$ cat config.mk
export PLATFORM = sky130hd
export DESIGN_NAME = pw_symbol_rx
export DESIGN_NICKNAME = d
export VERILOG_FILES = /design/src/rtl/pwsr_pkg.sv /design/src/rtl/pwsr_sync.sv /design/src/rtl/pwsr_run_timer.sv /design/src/rtl/pwsr_div.sv /design/src/rtl/pwsr_expander.sv /design/src/rtl/pw_symbol_rx.sv
export SDC_FILE = /design/constraint.sdc
export NUM_CORES = 1
export LEC_CHECK = 0
export ABC_CLOCK_PERIOD_IN_PS = 2490
export BUFFER_PORTS_ARGS = -buffer_cell sky130_fd_sc_hd__buf_2
export CAP_MARGIN = 20
export CORE_MARGIN = 2
export CORE_UTILIZATION = 50
export CTS_CLUSTER_DIAMETER = 30
export DETAILED_ROUTE_END_ITERATION = 16
export GPL_TIMING_DRIVEN = 0
export PLACE_DENSITY = 0.69
export SLEW_MARGIN = 0
export SYNTH_ARGS = -nofsm -noshare
export SYNTH_HDL_FRONTEND = slang
export SYNTH_SLANG_ARGS = --single-unit
export TNS_END_PERCENT = 10
$ cat constraint.sdc
create_clock -name clk_i -period 2.49 [get_ports clk_i]
set_input_delay 0.1245 -clock clk_i [delete_from_list [all_inputs] [get_ports clk_i]]
set_output_delay 0.1245 -clock clk_i [all_outputs]
set_load 0.1 [all_outputs]
$ cat src/rtl/pwsr_pkg.sv
`timescale 1ns/1ps
package pwsr_pkg;
  typedef enum logic [1:0] {
    DIV_IDLE = 2'd0,
    DIV_BUSY = 2'd1,
    DIV_DONE = 2'd2
  } div_state_e;
endpackage

$ cat src/rtl/pwsr_sync.sv
`timescale 1ns/1ps
module pwsr_sync (
  input  logic clk_i,
  input  logic rst_ni,
  input  logic d_i,
  output logic q_o
);
  logic meta_q, sync_q;

  always_ff @(posedge clk_i or negedge rst_ni) begin
    if (!rst_ni) begin
      meta_q <= 1'b0;
      sync_q <= 1'b0;
    end else begin
      meta_q <= d_i;
      sync_q <= meta_q;
    end
  end

  assign q_o = sync_q;
endmodule

$ cat src/rtl/pwsr_run_timer.sv
`timescale 1ns/1ps
module pwsr_run_timer #(
  parameter int PRE_W = 8,
  parameter int CNT_W = 16
) (
  input  logic             clk_i,
  input  logic             rst_ni,
  input  logic             active_i,
  input  logic [PRE_W-1:0] prescale_i,
  output logic [CNT_W-1:0] cnt_o
);
  localparam logic [CNT_W-1:0] CNT_MAX = '1;

  logic [PRE_W-1:0] pre_q;
  logic [CNT_W-1:0] cnt_q;

  always_ff @(posedge clk_i or negedge rst_ni) begin
    if (!rst_ni) begin
      pre_q <= '0;
      cnt_q <= '0;
    end else if (!active_i) begin
      pre_q <= '0;
      cnt_q <= '0;
    end else if (pre_q == prescale_i) begin
      pre_q <= '0;
      if (cnt_q != CNT_MAX) cnt_q <= cnt_q + 1'b1;  // saturate, never wrap
    end else begin
      pre_q <= pre_q + 1'b1;
    end
  end

  assign cnt_o = cnt_q;
endmodule

$ cat src/rtl/pwsr_div.sv
`timescale 1ns/1ps
module pwsr_div
  import pwsr_pkg::*;
#(
  parameter int CNT_W = 16
) (
  input  logic             clk_i,
  input  logic             rst_ni,
  input  logic             start_i,
  input  logic [CNT_W:0]   num_i,
  input  logic [CNT_W-1:0] den_i,
  input  logic             lvl_i,
  input  logic             ovf_i,
  input  logic             take_i,
  output logic             idle_o,
  output logic             done_o,
  output logic [CNT_W:0]   quo_o,
  output logic             lvl_o,
  output logic             ovf_o
);
  localparam int NUM_W  = CNT_W + 1;
  localparam int STEP_W = $clog2(NUM_W + 1);

  div_state_e        st_q;
  logic [NUM_W-1:0]  num_q;   // dividend shifts out, quotient shifts in
  logic [NUM_W-1:0]  rem_q;
  logic [CNT_W-1:0]  den_q;
  logic [STEP_W-1:0] step_q;
  logic              lvl_q, ovf_q;

  logic [NUM_W:0] rem_sh, rem_sub;
  logic           q_bit;

  always_comb begin
    rem_sh  = {rem_q, num_q[NUM_W-1]};
    q_bit   = rem_sh >= (NUM_W+1)'(den_q);  // zero divisor yields all ones
    rem_sub = rem_sh - (NUM_W+1)'(den_q);
  end

  always_ff @(posedge clk_i or negedge rst_ni) begin
    if (!rst_ni) begin
      st_q   <= DIV_IDLE;
      num_q  <= '0;
      rem_q  <= '0;
      den_q  <= '0;
      step_q <= '0;
      lvl_q  <= 1'b0;
      ovf_q  <= 1'b0;
    end else begin
      unique case (st_q)
        DIV_IDLE: if (start_i) begin
          num_q  <= num_i;
          den_q  <= den_i;
          rem_q  <= '0;
          step_q <= STEP_W'(NUM_W);
          lvl_q  <= lvl_i;
          ovf_q  <= ovf_i;
          st_q   <= DIV_BUSY;
        end
        DIV_BUSY: begin
          rem_q  <= NUM_W'(q_bit ? rem_sub : rem_sh);
          num_q  <= {num_q[NUM_W-2:0], q_bit};
          step_q <= step_q - 1'b1;
          if (step_q == STEP_W'(1)) st_q <= DIV_DONE;
        end
        DIV_DONE: if (take_i) st_q <= DIV_IDLE;
        default: st_q <= DIV_IDLE;
      endcase
    end
  end

  assign idle_o = (st_q == DIV_IDLE);
  assign done_o = (st_q == DIV_DONE);
  assign quo_o  = num_q;
  assign lvl_o  = lvl_q;
  assign ovf_o  = ovf_q;
endmodule

$ cat src/rtl/pwsr_expander.sv
`timescale 1ns/1ps
module pwsr_expander #(
  parameter int CNT_W = 16,
  parameter int SYM_W = 8
) (
  input  logic             clk_i,
  input  logic             rst_ni,
  input  logic             in_valid_i,
  output logic             in_ready_o,
  input  logic [CNT_W:0]   quo_i,
  input  logic             ovf_i,
  input  logic             lvl_i,
  input  logic [SYM_W-1:0] max_i,
  output logic             valid_o,
  output logic             data_o,
  input  logic             ready_i
);
  localparam int NUM_W = CNT_W + 1;

  logic [SYM_W-1:0] left_q;
  logic             lvl_q;
  logic [SYM_W-1:0] load_cnt;

  always_comb begin
    if (ovf_i || quo_i > NUM_W'(max_i)) load_cnt = max_i;
    else if (quo_i == '0)                load_cnt = SYM_W'(1);
    else                                 load_cnt = quo_i[SYM_W-1:0];
  end

  assign in_ready_o = (left_q == '0);
  assign valid_o    = (left_q != '0);
  assign data_o     = lvl_q;

  always_ff @(posedge clk_i or negedge rst_ni) begin
    if (!rst_ni) begin
      left_q <= '0;
      lvl_q  <= 1'b0;
    end else if (in_ready_o) begin
      if (in_valid_i) begin
        left_q <= load_cnt;
        lvl_q  <= lvl_i;
      end
    end else if (ready_i) begin
      left_q <= left_q - 1'b1;
    end
  end
endmodule

$ cat src/rtl/pw_symbol_rx.sv
`timescale 1ns/1ps
module pw_symbol_rx #(
  parameter int PRE_W = 8,
  parameter int CNT_W = 16,
  parameter int SYM_W = 8
) (
  input  logic             clk_i,
  input  logic             rst_ni,
  input  logic             enable_i,
  input  logic             line_i,
  input  logic [PRE_W-1:0] prescale_i,
  input  logic [CNT_W-1:0] sym_dur_i,
  input  logic [SYM_W-1:0] max_syms_i,
  output logic             sym_valid_o,
  output logic             sym_data_o,
  input  logic             sym_ready_i
);
  localparam int               NUM_W   = CNT_W + 1;
  localparam logic [CNT_W-1:0] CNT_MAX = '1;

  logic             lvl_sync, lvl_last_q, armed_q, run_edge, capture;
  logic [CNT_W-1:0] run_cnt [2];
  logic [CNT_W-1:0] hold_len;
  logic             hold_vld, hold_lvl, hold_ovf, hold_take;
  logic [NUM_W-1:0] div_num, div_quo;
  logic             div_idle, div_done, div_lvl, div_ovf, div_take, exp_ready;

  pwsr_sync u_sync (
    .clk_i (clk_i),
    .rst_ni(rst_ni),
    .d_i   (line_i),
    .q_o   (lvl_sync)
  );

  // One counter per level; each clears while its level is absent.
  for (genvar l = 0; l < 2; l++) begin : g_timer
    pwsr_run_timer #(.PRE_W(PRE_W), .CNT_W(CNT_W)) u_timer (
      .clk_i     (clk_i),
      .rst_ni    (rst_ni),
      .active_i  (enable_i && (lvl_sync == 1'(l))),
      .prescale_i(prescale_i),
      .cnt_o     (run_cnt[l])
    );
  end

  assign run_edge = enable_i && (lvl_sync != lvl_last_q);
  assign capture  = run_edge && armed_q && !hold_vld;
  assign hold_take = hold_vld && div_idle;

  always_ff @(posedge clk_i or negedge rst_ni) begin
    if (!rst_ni) begin
      lvl_last_q <= 1'b0;
      armed_q    <= 1'b0;
      hold_vld   <= 1'b0;
      hold_len   <= '0;
      hold_lvl   <= 1'b0;
      hold_ovf   <= 1'b0;
    end else begin
      lvl_last_q <= lvl_sync;
      if (!enable_i)     armed_q <= 1'b0;
      else if (run_edge) armed_q <= 1'b1;  // first run after enable is partial
      if (capture) begin
        hold_vld <= 1'b1;
        hold_len <= run_cnt[lvl_last_q];
        hold_lvl <= lvl_last_q;
        hold_ovf <= (run_cnt[lvl_last_q] == CNT_MAX);
      end else if (hold_take) begin
        hold_vld <= 1'b0;
      end
    end
  end

  // Round to nearest: add half a symbol before dividing.
  assign div_num  = NUM_W'(hold_len) + NUM_W'(sym_dur_i >> 1);
  assign div_take = div_done && exp_ready;

  pwsr_div #(.CNT_W(CNT_W)) u_div (
    .clk_i  (clk_i),
    .rst_ni (rst_ni),
    .start_i(hold_take),
    .num_i  (div_num),
    .den_i  (sym_dur_i),
    .lvl_i  (hold_lvl),
    .ovf_i  (hold_ovf),
    .take_i (div_take),
    .idle_o (div_idle),
    .done_o (div_done),
    .quo_o  (div_quo),
    .lvl_o  (div_lvl),
    .ovf_o  (div_ovf)
  );

  pwsr_expander #(.CNT_W(CNT_W), .SYM_W(SYM_W)) u_exp (
    .clk_i     (clk_i),
    .rst_ni    (rst_ni),
    .in_valid_i(div_done),
    .in_ready_o(exp_ready),
    .quo_i     (div_quo),
    .ovf_i     (div_ovf),
    .lvl_i     (div_lvl),
    .max_i     (max_syms_i),
    .valid_o   (sym_valid_o),
    .data_o    (sym_data_o),
    .ready_i   (sym_ready_i)
  );
endmodule

==> flow_summary_export.csv, run 1 <==
group,metric,value,unit
status,status,"completed",
place,place_ws,-289,ps
floorplanning,std_cell_rows,48,
cells_and_area,finalNetCount,1132,
clocking,cts.sink_count,139,
cells_and_area,syn2layout_area_growth,16.8,%
clocking,cts_max_path_buffers,2,
synth,netlist_top_cells_area,"sky130_fd_sc_hd__dfrtp_1, sky130_fd_sc_hd__ha_1, sky130_fd_sc_hd__xnor2_1, sky130_fd_sc_hd__nand2_1, sky130_fd_sc_hd__nor2_1",
synth,postSynthNetCount,1050,
global_routing,via_count_of_the_first_global_routing_pass,7381,
power,power_frac_comb,49.8,%
sta,worst-slew-pin-transition,726,ps
worst_setup_path,end_of_the_worst_register_to_register_path,"u_div.rem_q[0]",
power,power.share.sequential,28.6,%
sta,maxSlewViolCount,0,
global_routing,first_pass_grt_wire_length,38.1,mm
route,average_wire_per_standard_cell,18.3,um
power,share_clk_of_total_power,21.5,%
cells_and_area,final_layout_size_suffix_gt1_share,12.8,%
route,route.detailed.vias_per_inst,6.04,
floorplanning,core_region_area,17300,um2
synth,synth_enable_flop_cells,0,
route,remaining_drc_errors,0,
cells_and_area,layout.filler_cells,1518,
cells_and_area,antenna_diode_instance_count,0,
power,net-switching-power,0.00535,W
route,via_count,7765,
synth,ys.flop_type,"sky130_fd_sc_hd__dfrtp_1",
route,antenna_violating_nets_post_route,0,
synth,distinct_cell_type_count_of_the_synthesized_netlist,80,
global_routing,groute.usage.overall,26.1,%
worst_setup_path,critical_path_arrival,2740,ps
route,detail_route.wirelength,23.6,mm
sta,setup_slack,53.2,ps
worst_setup_path,path_buf_inv,2,
worst_setup_path,end_kind,"flop",
worst_setup_path,crit_cells,10,
synth,netlist.area_leader.share,39.3,%
sta,skew,7.85,ps
sta,hold_viol_final,0,
worst_setup_path,cp-startpoint,"u_div.quo_o[16]",
clocking,cts_tree,"yes",
sta,max_freq,0.410,GHz
synth,synth_async_sr_flop_share,100,%
synth,synth-seq-area-share,39.3,%
global_routing,maximum_number_of_pins_on_one_net_before_global_route_repair,77,
floorplanning,die-area,18800,um2
floorplanning,num_io_pins,39,
clocking,clk_transition_reported_paths,60,ps
worst_setup_path,crit-reg2reg-launch,"u_div.quo_o[16]",
global_routing,grt_antenna_before_repair,0,
place,gpl.final_weighted_congestion,0.891,
worst_hold_path,whs_path_depth,3,
worst_setup_path,worstPathCellList,"inv_1 -> ha_1 -> fa_1 -> nor2b_2 -> o31ai_4 -> a21oi_4 -> o31a_1 -> buf_6 -> o21ai_1 -> a31o_1",
sta,period_share,97.9,%
worst_setup_path,timing.setup.critical_path_class,"reg -> reg",
worst_setup_path,path_max_fanout,10,
cells_and_area,layout.area.seq,3480,um2
power,totalPowerFinal,0.0124,W
worst_setup_path,crit_path_max_incr_delay,430,ps
place,hpwl,17.0,mm
job,maxCapViolCount,0,
synth,synth-seq-cells,139,
worst_hold_path,min_to,"u_div.den_q[1]",
clocking,cts_inserted_buffers,17,
global_routing,grt.overflow.total,0,
synth,synth.largest_area_cell,"sky130_fd_sc_hd__dfrtp_1",
sta,grt_setup_unrepaired,"true",
synth,mappedNetlistArea,8840,um2
floorplanning,dieHeight,137,um
power,power.density,1200,nW/um2
synth,postSynthCellCount,965,
worst_hold_path,min_path_type,"in -> reg",
synth,syn_avg_cell_area,9.16,um2
cells_and_area,multi_input_combinational_cell_area,5140,um2
route,firstDrtPassIters,6,
floorplanning,floorplan.initialDensity,51.1,%
sta,max_slew_margin,51.6,%
clocking,clk-insertion-delay-late,420,ps
route,detail_route.iter0.violations,617,
synth,yosysWarnings,0,
worst_setup_path,crit_required,2790,ps
worst_setup_path,cell_at_the_slowest_stage_of_the_critical_path,"sky130_fd_sc_hd__fa_1",
power,power.leakage,4.51,nW
clocking,cts_htree_levels,4,
clocking,clockRootBuffer,"sky130_fd_sc_hd__clkbuf_16",
worst_setup_path,reg2regPathDepth,10,
sta,setup_viol_count_final,0,
worst_hold_path,hold_path.startpoint,"sym_dur_i[1]",
sta,final.min_clock_period,2440,ps
power,peakVddDrop,0.000591,V
floorplanning,die_width,137,um
sta,finalHoldWorstSlack,2.43,ps
worst_setup_path,largest_delay_contributor_family_on_the_critical_path,"compound AO/OA/AOI/OAI gates",
power,switching_share,43.3,%
power,power_report.internal_total,0.00701,W
worst_setup_path,setup.worst_path.start_class,"flop",
place,port_buffers,38,
worst_setup_path,reg2reg_setup_slack,50,ps
-- area by class of cell --
cell class                 count  area share, %
multi-input combinational    741           49.8
buffer                        41           1.79
inverter                      44           1.60
clock inverter                12           1.59
sequential                   139           33.7
clock buffer                  20           4.42
tap                          225           2.73
timing repair buffer          63           4.45
-- registers in the layout (all words and copies together) (netlist names), 2 cells and up --
name / flops
g_timer.u_timer.cnt_o: 32
u_div.quo_o: 17
u_div.rem_q: 17
g_timer.u_timer.pre_q: 16
hold_len: 16
u_div.den_q: 16
u_exp.left_q: 8
u_div.step_q: 5
u_div.st_q: 2
-- worst max-delay path by stage --
| stage | to | slack, ps |
|---|---|---|
| after global placement | g_timer[1].u_timer.cnt_o[2] | -720 |
| final | u_div.rem_q[0] | 50 |
| after CTS | u_div.rem_q[9] | -70 |
| after floorplan | u_div.rem_q[0] | 170 |
| after detailed placement | u_div.rem_q[14] | -290 |
| after global routing | u_div.rem_q[12] | -6 |
-- Yosys cell counts (all sizes together), types with 6 or more instances --
cell    number
and2        13
a21oi       54
o211ai      12
o31ai       15
or4          6
a22oi       14
a21o        12
mux2i       28
buf         17
inv         44
ha          46
nor3        29
nor2        78
nor4        12
nand4       22
nor4b        8
dfrtp      139
nor3b        7
a211oi       6
xor2        25
nand2       85
and3        26
o21ai       61
nand3       46
clkbuf      24
xnor2       46
o21a         7
nor2b        9
-- power groups by stage --
stage / clock network (W) / registers [W] / logic, W
after floorplan: 0 / 0.00334 / 0.00431
after global placement: 0 / 0.00352 / 0.00554
after detailed placement: 0 / 0.00354 / 0.00563
after CTS: 0.00270 / 0.00351 / 0.00575
after global routing: 0.00280 / 0.00361 / 0.00680
final: 0.00266 / 0.00354 / 0.00616
-- kinds of logic (layout without fill, tap and decap cells) --
kind of cell,count (synthesis),after routing,share of synthesized area (%)
AND/OR/NAND/NOR,359,359,21.5
AO/OA/AOI/OAI,232,232,17.7
flip-flops,139,139,39.3
buffers and inverters,85,180,3.88
XOR/XNOR,71,71,7.03
adder cells (fa/ha/maj),48,48,6.96
multiplexers,31,31,3.55
-- metal layers --
| metal | part of all wire (%) | vias up | global-route usage (%) |
|---|---|---|---|
| li1 | - | 3683 | - |
| met1 | 45 | 3783 | 36.5 |
| met2 | 47 | 266 | 41.9 |
| met3 | 5.7 | 33 | 4.37 |
| met4 | 1.8 | 0 | 7.22 |
| met5 | 0 | - | 0 |
-- per-stage QoR --
stage | std cells | utilization [%] | TNS, ps | cell area (um2)
2_1_floorplan | 965 | - | 0 | 8840
3_3_place_gp | 1228 | 53.8 | -101740 | 9310
3_5_place_dp | 1229 | 54.0 | -3060 | 9350
4_1_cts | 1281 | 58.8 | -462 | 10200
5_1_grt | 1285 | 59.7 | -19.8 | 10300
6_report | 1285 | 59.7 | 0 | 10300
-- timing repair --
item                       in CTS  in global routing
gates resized for setup         5                 26
setup endpoints to repair      19                 27
hold endpoints to repair       78                  0
setup buffers                   4                  4
hold buffers                   16                  0
pin swaps                       2                  7
-- worst min-delay path, cell delays in order --
cell	delay, ps
sky130_fd_sc_hd__buf_2	120
sky130_fd_sc_hd__nand2_1	70
sky130_fd_sc_hd__o21ai_0	70
-- cells in the final DEF (no fill, tap or decap), types with 22 or more instances in the layout --
master / count
sky130_fd_sc_hd__clkbuf_1: 24
sky130_fd_sc_hd__and3_1: 26
sky130_fd_sc_hd__nand4_1: 22
sky130_fd_sc_hd__nor3_1: 26
sky130_fd_sc_hd__nor2_1: 77
sky130_fd_sc_hd__o21ai_0: 53
sky130_fd_sc_hd__mux2i_1: 28
sky130_fd_sc_hd__ha_1: 46
sky130_fd_sc_hd__xnor2_1: 46
sky130_fd_sc_hd__a21oi_1: 51
sky130_fd_sc_hd__buf_2: 49
sky130_fd_sc_hd__nand2_1: 84
sky130_fd_sc_hd__xor2_1: 25
sky130_fd_sc_hd__dfrtp_1: 139
sky130_fd_sc_hd__nand3_1: 44
sky130_fd_sc_hd__inv_1: 43
Note: power is estimated with default switching activity, not from simulation.
==> run 2, diff against run 1 <==
Settings changed: ABC_AREA set to 1, ABC_CLOCK_PERIOD_IN_PS 2490 to not set, CORE_MARGIN 2 to not set.
==> run 2 against run 1 <==
  * Area after synthesis up 4.0%
  * Critical endpoint is now u_div.rem_q[9]
  * Flip-flop and latch count unchanged
  * Largest cell class unchanged
  * Critical path type unchanged
  * Worst hold slack better by 1.3 ps
  * Global-route usage down 0.053 points
==> flow_summary_export.csv, run 2 <==
group,metric,value,unit
sta,grt_setup_unrepaired,"false",
place,placed_cells,1517,
sta,max_slew_margin,56.5,%
route,average_wire_per_standard_cell,14.8,um
route,via_count,8278,
synth,synthXorXnorAreaFrac,6.00,%
status,status,"completed",
route,route.detailed.vias_per_inst,5.29,
synth,netlist.area_leader.share,37.8,%
clocking,post-cts-setup-buffers,0,
clocking,cts_tree,"yes",
power,switching_share,42.3,%
cells_and_area,postLayoutCellArea,10500,um2
synth,mappedNetlistArea,9190,um2
clocking,clk-insertion-delay-late,430,ps
floorplanning,floorplan.initialDensity,51.2,%
cells_and_area,largest_reg_flops,32,
synth,synth_compound_gate_area_share,11.0,%
synth,synthSimpleGateAreaFrac,30.7,%
power,power_frac_comb,44.9,%
worst_setup_path,crit-reg2reg-launch,"u_div.quo_o[16]",
synth,synth-adder-area-share,6.70,%
worst_setup_path,reg2regPathDepth,11,
sta,worst-slew-pin-transition,653,ps
synth,synth_async_sr_flop_share,100,%
power,share_clk_of_total_power,25.3,%
power,peakVddDrop,0.000702,V
cells_and_area,layout.cells.most_common,"sky130_fd_sc_hd__nand2_1",
worst_setup_path,timing.setup.critical_path_class,"reg -> reg",
place,port_buffers,38,
cells_and_area,finalNonFillerCells,1564,
cells_and_area,final_cell_mix,"sky130_fd_sc_hd__nand2_1, sky130_fd_sc_hd__dfrtp_1, sky130_fd_sc_hd__inv_1, sky130_fd_sc_hd__nor2_1, sky130_fd_sc_hd__nand3_1",
synth,synth.mux.area_fraction,0.218,%
sta,hold_viol_final,0,
power,power.share.sequential,29.8,%
route,remaining_drc_errors,0,
clocking,cts_htree_levels,4,
route,detail_route.iter0.violations,468,
clocking,clockRootBuffer,"sky130_fd_sc_hd__clkbuf_16",
sta,final.min_clock_period,2380,ps
worst_setup_path,worstPathCellList,"inv_1 -> ha_1 -> fa_2 -> nand3b_1 -> nand3_2 -> nand3_4 -> nand2_8 -> buf_6 -> nand2_1 -> nand3_1 -> nand2_1",
synth,netlist_top_cells_area,"sky130_fd_sc_hd__dfrtp_1, sky130_fd_sc_hd__nand2_1, sky130_fd_sc_hd__ha_1, sky130_fd_sc_hd__nand3_1, sky130_fd_sc_hd__inv_1",
synth,synth_common_cells,"sky130_fd_sc_hd__nand2_1, sky130_fd_sc_hd__dfrtp_1, sky130_fd_sc_hd__inv_1",
synth,synth-seq-area-share,37.8,%
power,power.density,1040,nW/um2
place,gpl.final_weighted_congestion,0.942,
cells_and_area,finalNetCount,1407,
sta,skew,10.4,ps
clocking,cts.sink_count,139,
synth,yosysWarnings,0,
sta,max_freq,0.420,GHz
global_routing,grt_antenna_before_repair,1,
cells_and_area,final_layout_size_suffix_gt1_share,9.52,%
synth,distinct_cell_type_count_of_the_synthesized_netlist,47,
cells_and_area,syn2layout_area_growth,14.4,%
synth,syn_avg_cell_area,7.36,um2
power,net-switching-power,0.00464,W
worst_setup_path,cp-startpoint,"u_div.quo_o[16]",
synth,synth.largest_area_cell,"sky130_fd_sc_hd__dfrtp_1",
global_routing,grt.overflow.total,0,
clocking,cts_max_path_buffers,2,
worst_setup_path,critPathMostFrequentCell,"sky130_fd_sc_hd__nand2_1",
worst_setup_path,crit_path_max_incr_delay,410,ps
cells_and_area,finalCoreUtilization,58.5,%
floorplanning,die-area,18900,um2
synth,postSynthNetCount,1334,
sta,setup_viol_count_final,0,
clocking,clk_transition_reported_paths,60,ps
cells_and_area,layout.filler_cells,1675,
synth,ys.flop_type,"sky130_fd_sc_hd__dfrtp_1",
worst_setup_path,end_kind,"flop",
worst_setup_path,end_of_the_worst_register_to_register_path,"u_div.rem_q[9]",
route,detail_route.wirelength,23.1,mm
worst_setup_path,cell_at_the_slowest_stage_of_the_critical_path,"sky130_fd_sc_hd__dfrtp_1",
floorplanning,core_region_area,18000,um2
power,power.leakage,5.14,nW
worst_setup_path,reg2reg_setup_slack,110,ps
job,maxCapViolCount,0,
power,power_report.internal_total,0.00633,W
floorplanning,dieHeight,138,um
worst_setup_path,setup.worst_path.start_class,"flop",
place,hpwl,17.5,mm
clocking,cts_inserted_buffers,17,
floorplanning,std_cell_rows,49,
worst_setup_path,worstSetupEndpoint,"u_div.rem_q[9]",
worst_setup_path,crit_required,2810,ps
place,place_area,9700,um2
worst_hold_path,min_path_type,"in -> reg",
global_routing,via_count_of_the_first_global_routing_pass,7616,
floorplanning,die_width,138,um
route,firstDrtPassIters,7,
global_routing,first_pass_grt_wire_length,37.9,mm
worst_setup_path,critical_path_arrival,2700,ps
sta,maxSlewViolCount,0,
sta,period_share,95.6,%
floorplanning,num_io_pins,39,
global_routing,groute.usage.overall,26.1,%
synth,synth_most_common_cell,"sky130_fd_sc_hd__nand2_1",
worst_setup_path,path_max_fanout,10,
route,antenna_violating_nets_post_route,0,
synth,postSynthCellCount,1249,
global_routing,maximum_number_of_pins_on_one_net_before_global_route_repair,75,
synth,synth_top_family_by_area,"simple AND/OR/NAND/NOR gates",
synth,synth_enable_flop_cells,0,
synth,synth-seq-cells,139,
[run 2: logic make-up (layout without fill, tap and decap cells)]
family	after synthesis	count (layout)
flops	139	139
buf+inv	166	251
compound gates	181	181
simple gates	650	650
xor+xnor	63	63
mux	2	2
other cells	0	1
fa+ha+maj	48	48
[run 2: worst min-delay path by stage]
stage	depth (start not counted)	from	to
3_5_place_dp	1	rst_ni	u_exp.left_q[7]
2_1_floorplan	0	rst_ni	armed_q
6_report	3	sym_dur_i[6]	u_div.den_q[6]
5_1_grt	3	sym_dur_i[4]	u_div.den_q[4]
4_1_cts	3	sym_dur_i[1]	u_div.den_q[1]
3_3_place_gp	1	line_i	u_sync.meta_q
[run 2: critical path, delay by kind of cell (launching register included)]
family	cells	cell delay, ps
fa+ha+maj	2	680
simple gates	7	900
buf+inv	2	270
flops	1	410
[run 2: through the flow]
stage	setup TNS [ps]	hold WS (ps)	total power (W)	setup slack, ps
floorplan	0	-171	0.00685	444
global placement	-107730	233	0.00796	-783
detailed placement	-38.6	176	0.00804	-20.1
CTS	0	0.886	0.0109	8.65
global route	0	26.2	0.0118	21.2
finish	0	3.74	0.0110	109
[run 2: area by class of cell]
type | count | area [um2] | area share, %
repair buffers | 54 | 374 | 3.56
clock inverters | 14 | 209 | 1.99
multi-input cells | 944 | 5050 | 48.0
flip-flops and latches | 139 | 3480 | 33.1
diodes | 1 | 2.50 | 0.0238
clock buffers | 17 | 425 | 4.05
well taps | 229 | 287 | 2.73
inverters | 139 | 527 | 5.01
plain buffers | 27 | 161 | 1.54
[run 2: what timing repair did]
item	in CTS	in global routing
gates resized for setup	1	4
endpoints found under the setup margin	9	11
endpoints found under the hold margin	79	0
hold buffers	15	0
[run 2: power groups by stage]
stage	clock network, W	logic, W	registers (W)
finish	0.00277	0.00492	0.00327
global route	0.00291	0.00557	0.00334
CTS	0.00280	0.00484	0.00327
detailed placement	0	0.00475	0.00330
global placement	0	0.00468	0.00328
floorplan	0	0.00368	0.00317
[run 2: per-layer routing]
layer	vias up	track usage (%)	routed length (um)
met3	33	4.23	861
met2	168	44.4	11300
met5	-	0	0
met4	0	8.79	523
met1	3847	33.4	10500
li1	4230	-	-
==> run 3, diff against run 2 <==
Settings changed: CAP_MARGIN 20 to not set, CORE_UTILIZATION 50 to 57, PLACE_DENSITY 0.69 to 0.78.
==> run 3 against run 2 <==
  * Fmax rose by 2.4%
  * Clock skew barely moved
  * Via count rose by 1.2%
  * Clock power fell by 9.4%
  * Sequential share of layout area rose by 0.13 points
  * Worst hold slack improved by 9.8 ps
  * Largest cell class unchanged
  * Largest power group unchanged
==> flow_summary_export.csv, run 3 (synthesis results as in run 2) <==
group,metric,value,unit
global_routing,groute.usage.overall,29.4,%
cells_and_area,layout.cells.most_common,"sky130_fd_sc_hd__nand2_1",
clocking,clockRootBuffer,"sky130_fd_sc_hd__clkbuf_16",
global_routing,first_pass_grt_wire_length,38.3,mm
cells_and_area,finalCoreUtilization,66.2,%
global_routing,grt_antenna_before_repair,0,
worst_setup_path,cell_at_the_slowest_stage_of_the_critical_path,"sky130_fd_sc_hd__fa_1",
cells_and_area,finalNetCount,1412,
route,remaining_drc_errors,0,
cells_and_area,syn2layout_area_growth,13.9,%
clocking,cts_htree_levels,4,
worst_setup_path,timing.setup.critical_path_class,"reg -> reg",
worst_hold_path,whs_path_depth,5,
floorplanning,std_cell_rows,46,
global_routing,maximum_number_of_pins_on_one_net_before_global_route_repair,79,
power,power.density,1020,nW/um2
worst_setup_path,crit_required,2810,ps
worst_setup_path,crit_path_max_incr_delay,440,ps
route,route.detailed.vias_per_inst,5.39,
worst_setup_path,end_kind,"flop",
worst_setup_path,end_of_the_worst_register_to_register_path,"u_div.rem_q[10]",
route,via_count,8381,
sta,maxSlewViolCount,0,
sta,setup_slack,166,ps
worst_hold_path,min_to,"u_exp.left_q[3]",
place,placed_cells,1504,
clocking,cts_inserted_buffers,17,
sta,setup_viol_count_final,0,
worst_setup_path,worstPathCellList,"inv_1 -> ha_1 -> fa_1 -> nand3b_1 -> nand3_1 -> nand3_4 -> nand2_8 -> buf_6 -> nand2_1 -> nand3_1 -> nand2_1",
route,detail_route.iter0.violations,719,
worst_setup_path,reg2reg_setup_slack,170,ps
place,hpwl,16.8,mm
cells_and_area,antenna_diode_instance_count,0,
sta,skew,10.7,ps
cells_and_area,finalNonFillerCells,1556,
clocking,cts.sink_count,139,
job,maxCapViolCount,0,
power,power.leakage,5.12,nW
global_routing,via_count_of_the_first_global_routing_pass,8144,
floorplanning,num_io_pins,39,
worst_hold_path,min_path_type,"in -> reg",
sta,max_freq,0.430,GHz
floorplanning,core_region_area,15800,um2
worst_setup_path,largest_delay_contributor_family_on_the_critical_path,"simple AND/OR/NAND/NOR gates",
worst_setup_path,setup.worst_path.start_class,"flop",
clocking,clk_transition_reported_paths,60,ps
worst_setup_path,reg2regPathDepth,11,
status,status,"completed",
sta,period_share,93.3,%
cells_and_area,final_layout_size_suffix_gt1_share,9.55,%
worst_setup_path,crit_cells,11,
sta,max_slew_margin,59.8,%
sta,grt_setup_unrepaired,"true",
clocking,cts_max_path_buffers,2,
floorplanning,floorplan.initialDensity,58.1,%
floorplanning,die-area,16600,um2
route,average_wire_per_standard_cell,14.5,um
sta,hold_viol_final,0,
sta,final.min_clock_period,2320,ps
place,gpl.final_weighted_congestion,0.904,
route,detail_route.wirelength,22.6,mm
worst_setup_path,path_max_fanout,10,
place,port_buffers,38,
power,peakVddDrop,0.000609,V
worst_setup_path,crit-reg2reg-launch,"u_div.quo_o[16]",
cells_and_area,largest_reg_flops,32,
sta,fin_tns_setup,0,ps
route,firstDrtPassIters,6,
floorplanning,dieHeight,129,um
route,antenna_violating_nets_post_route,0,
clocking,cts_tree,"yes",
floorplanning,die_width,129,um
place,place_ws,72.8,ps
worst_setup_path,critical_path_arrival,2640,ps
sta,worst-slew-pin-transition,604,ps
cells_and_area,final_cell_mix,"sky130_fd_sc_hd__nand2_1, sky130_fd_sc_hd__dfrtp_1, sky130_fd_sc_hd__inv_1, sky130_fd_sc_hd__nor2_1, sky130_fd_sc_hd__nand3_1",
worst_setup_path,path_buf_inv,2,
worst_hold_path,hold_path.startpoint,"max_syms_i[3]",
global_routing,grt.overflow.total,0,
clocking,clk-insertion-delay-late,430,ps
==> run 3: tightest hold or removal path: stages <==
cell	delay [ps]
sky130_fd_sc_hd__buf_2	100
sky130_fd_sc_hd__nand2_1	50
sky130_fd_sc_hd__nand3_1	50
sky130_fd_sc_hd__nand2_1	50
sky130_fd_sc_hd__nand2_1	50
==> run 3: worst max-delay path by stage <==
stage                         start                           end  slack (ps)
finish              u_div.quo_o[16]               u_div.rem_q[10]         170
global route        u_div.quo_o[16]               u_div.rem_q[14]         -20
CTS                 u_div.quo_o[16]               u_div.rem_q[10]          60
detailed placement  u_div.quo_o[16]               u_div.rem_q[10]          70
global placement             rst_ni  g_timer[0].u_timer.cnt_o[11]        -690
floorplan           u_div.quo_o[16]               u_div.rem_q[14]         440
==> run 3: report_power, final <==
group	leakage, nW	internal [W]	switching (W)
clock network	0.278	0.00143	0.00108
logic	3.02	0.00181	0.00305
registers	1.82	0.00282	0.000442
total	5.12	0.00606	0.00457
==> run 3: timing repair <==
action                                  in CTS  in global routing
endpoints found under the setup margin       0                 13
resized for setup                            0                  3
hold endpoints to repair                    77                  0
buffers inserted                             0                  3
hold buffers                                17                  0
==> run 3: final cells by class <==
type                       instances  area [um2]
tap                              216         270
buffer                            27         161
clock buffer                      19         443
fill                            1394        5360
clock inverter                    13         134
inverter                         139         527
timing repair buffer              59         417
sequential                       139        3480
multi-input combinational        944        5040
==> run 3: per-stage QoR <==
step | hold WS (ps) | power [W] | cell area [um2]
floorplan | -171 | 0.00685 | 9190
finish | 13.6 | 0.0106 | 10500
global route | 26.3 | 0.0115 | 10500
detailed placement | 149 | 0.00799 | 9690
global placement | 234 | 0.00785 | 9650
CTS | 0.109 | 0.0106 | 10400
==> run 3: metal layers <==
layer	track usage, %	routed length, um	up-vias
li1	-	-	4225
met1	36.6	10100	3911
met2	49.9	11000	192
met3	5.28	783	53
met4	13.6	740	0
met5	0	0	-
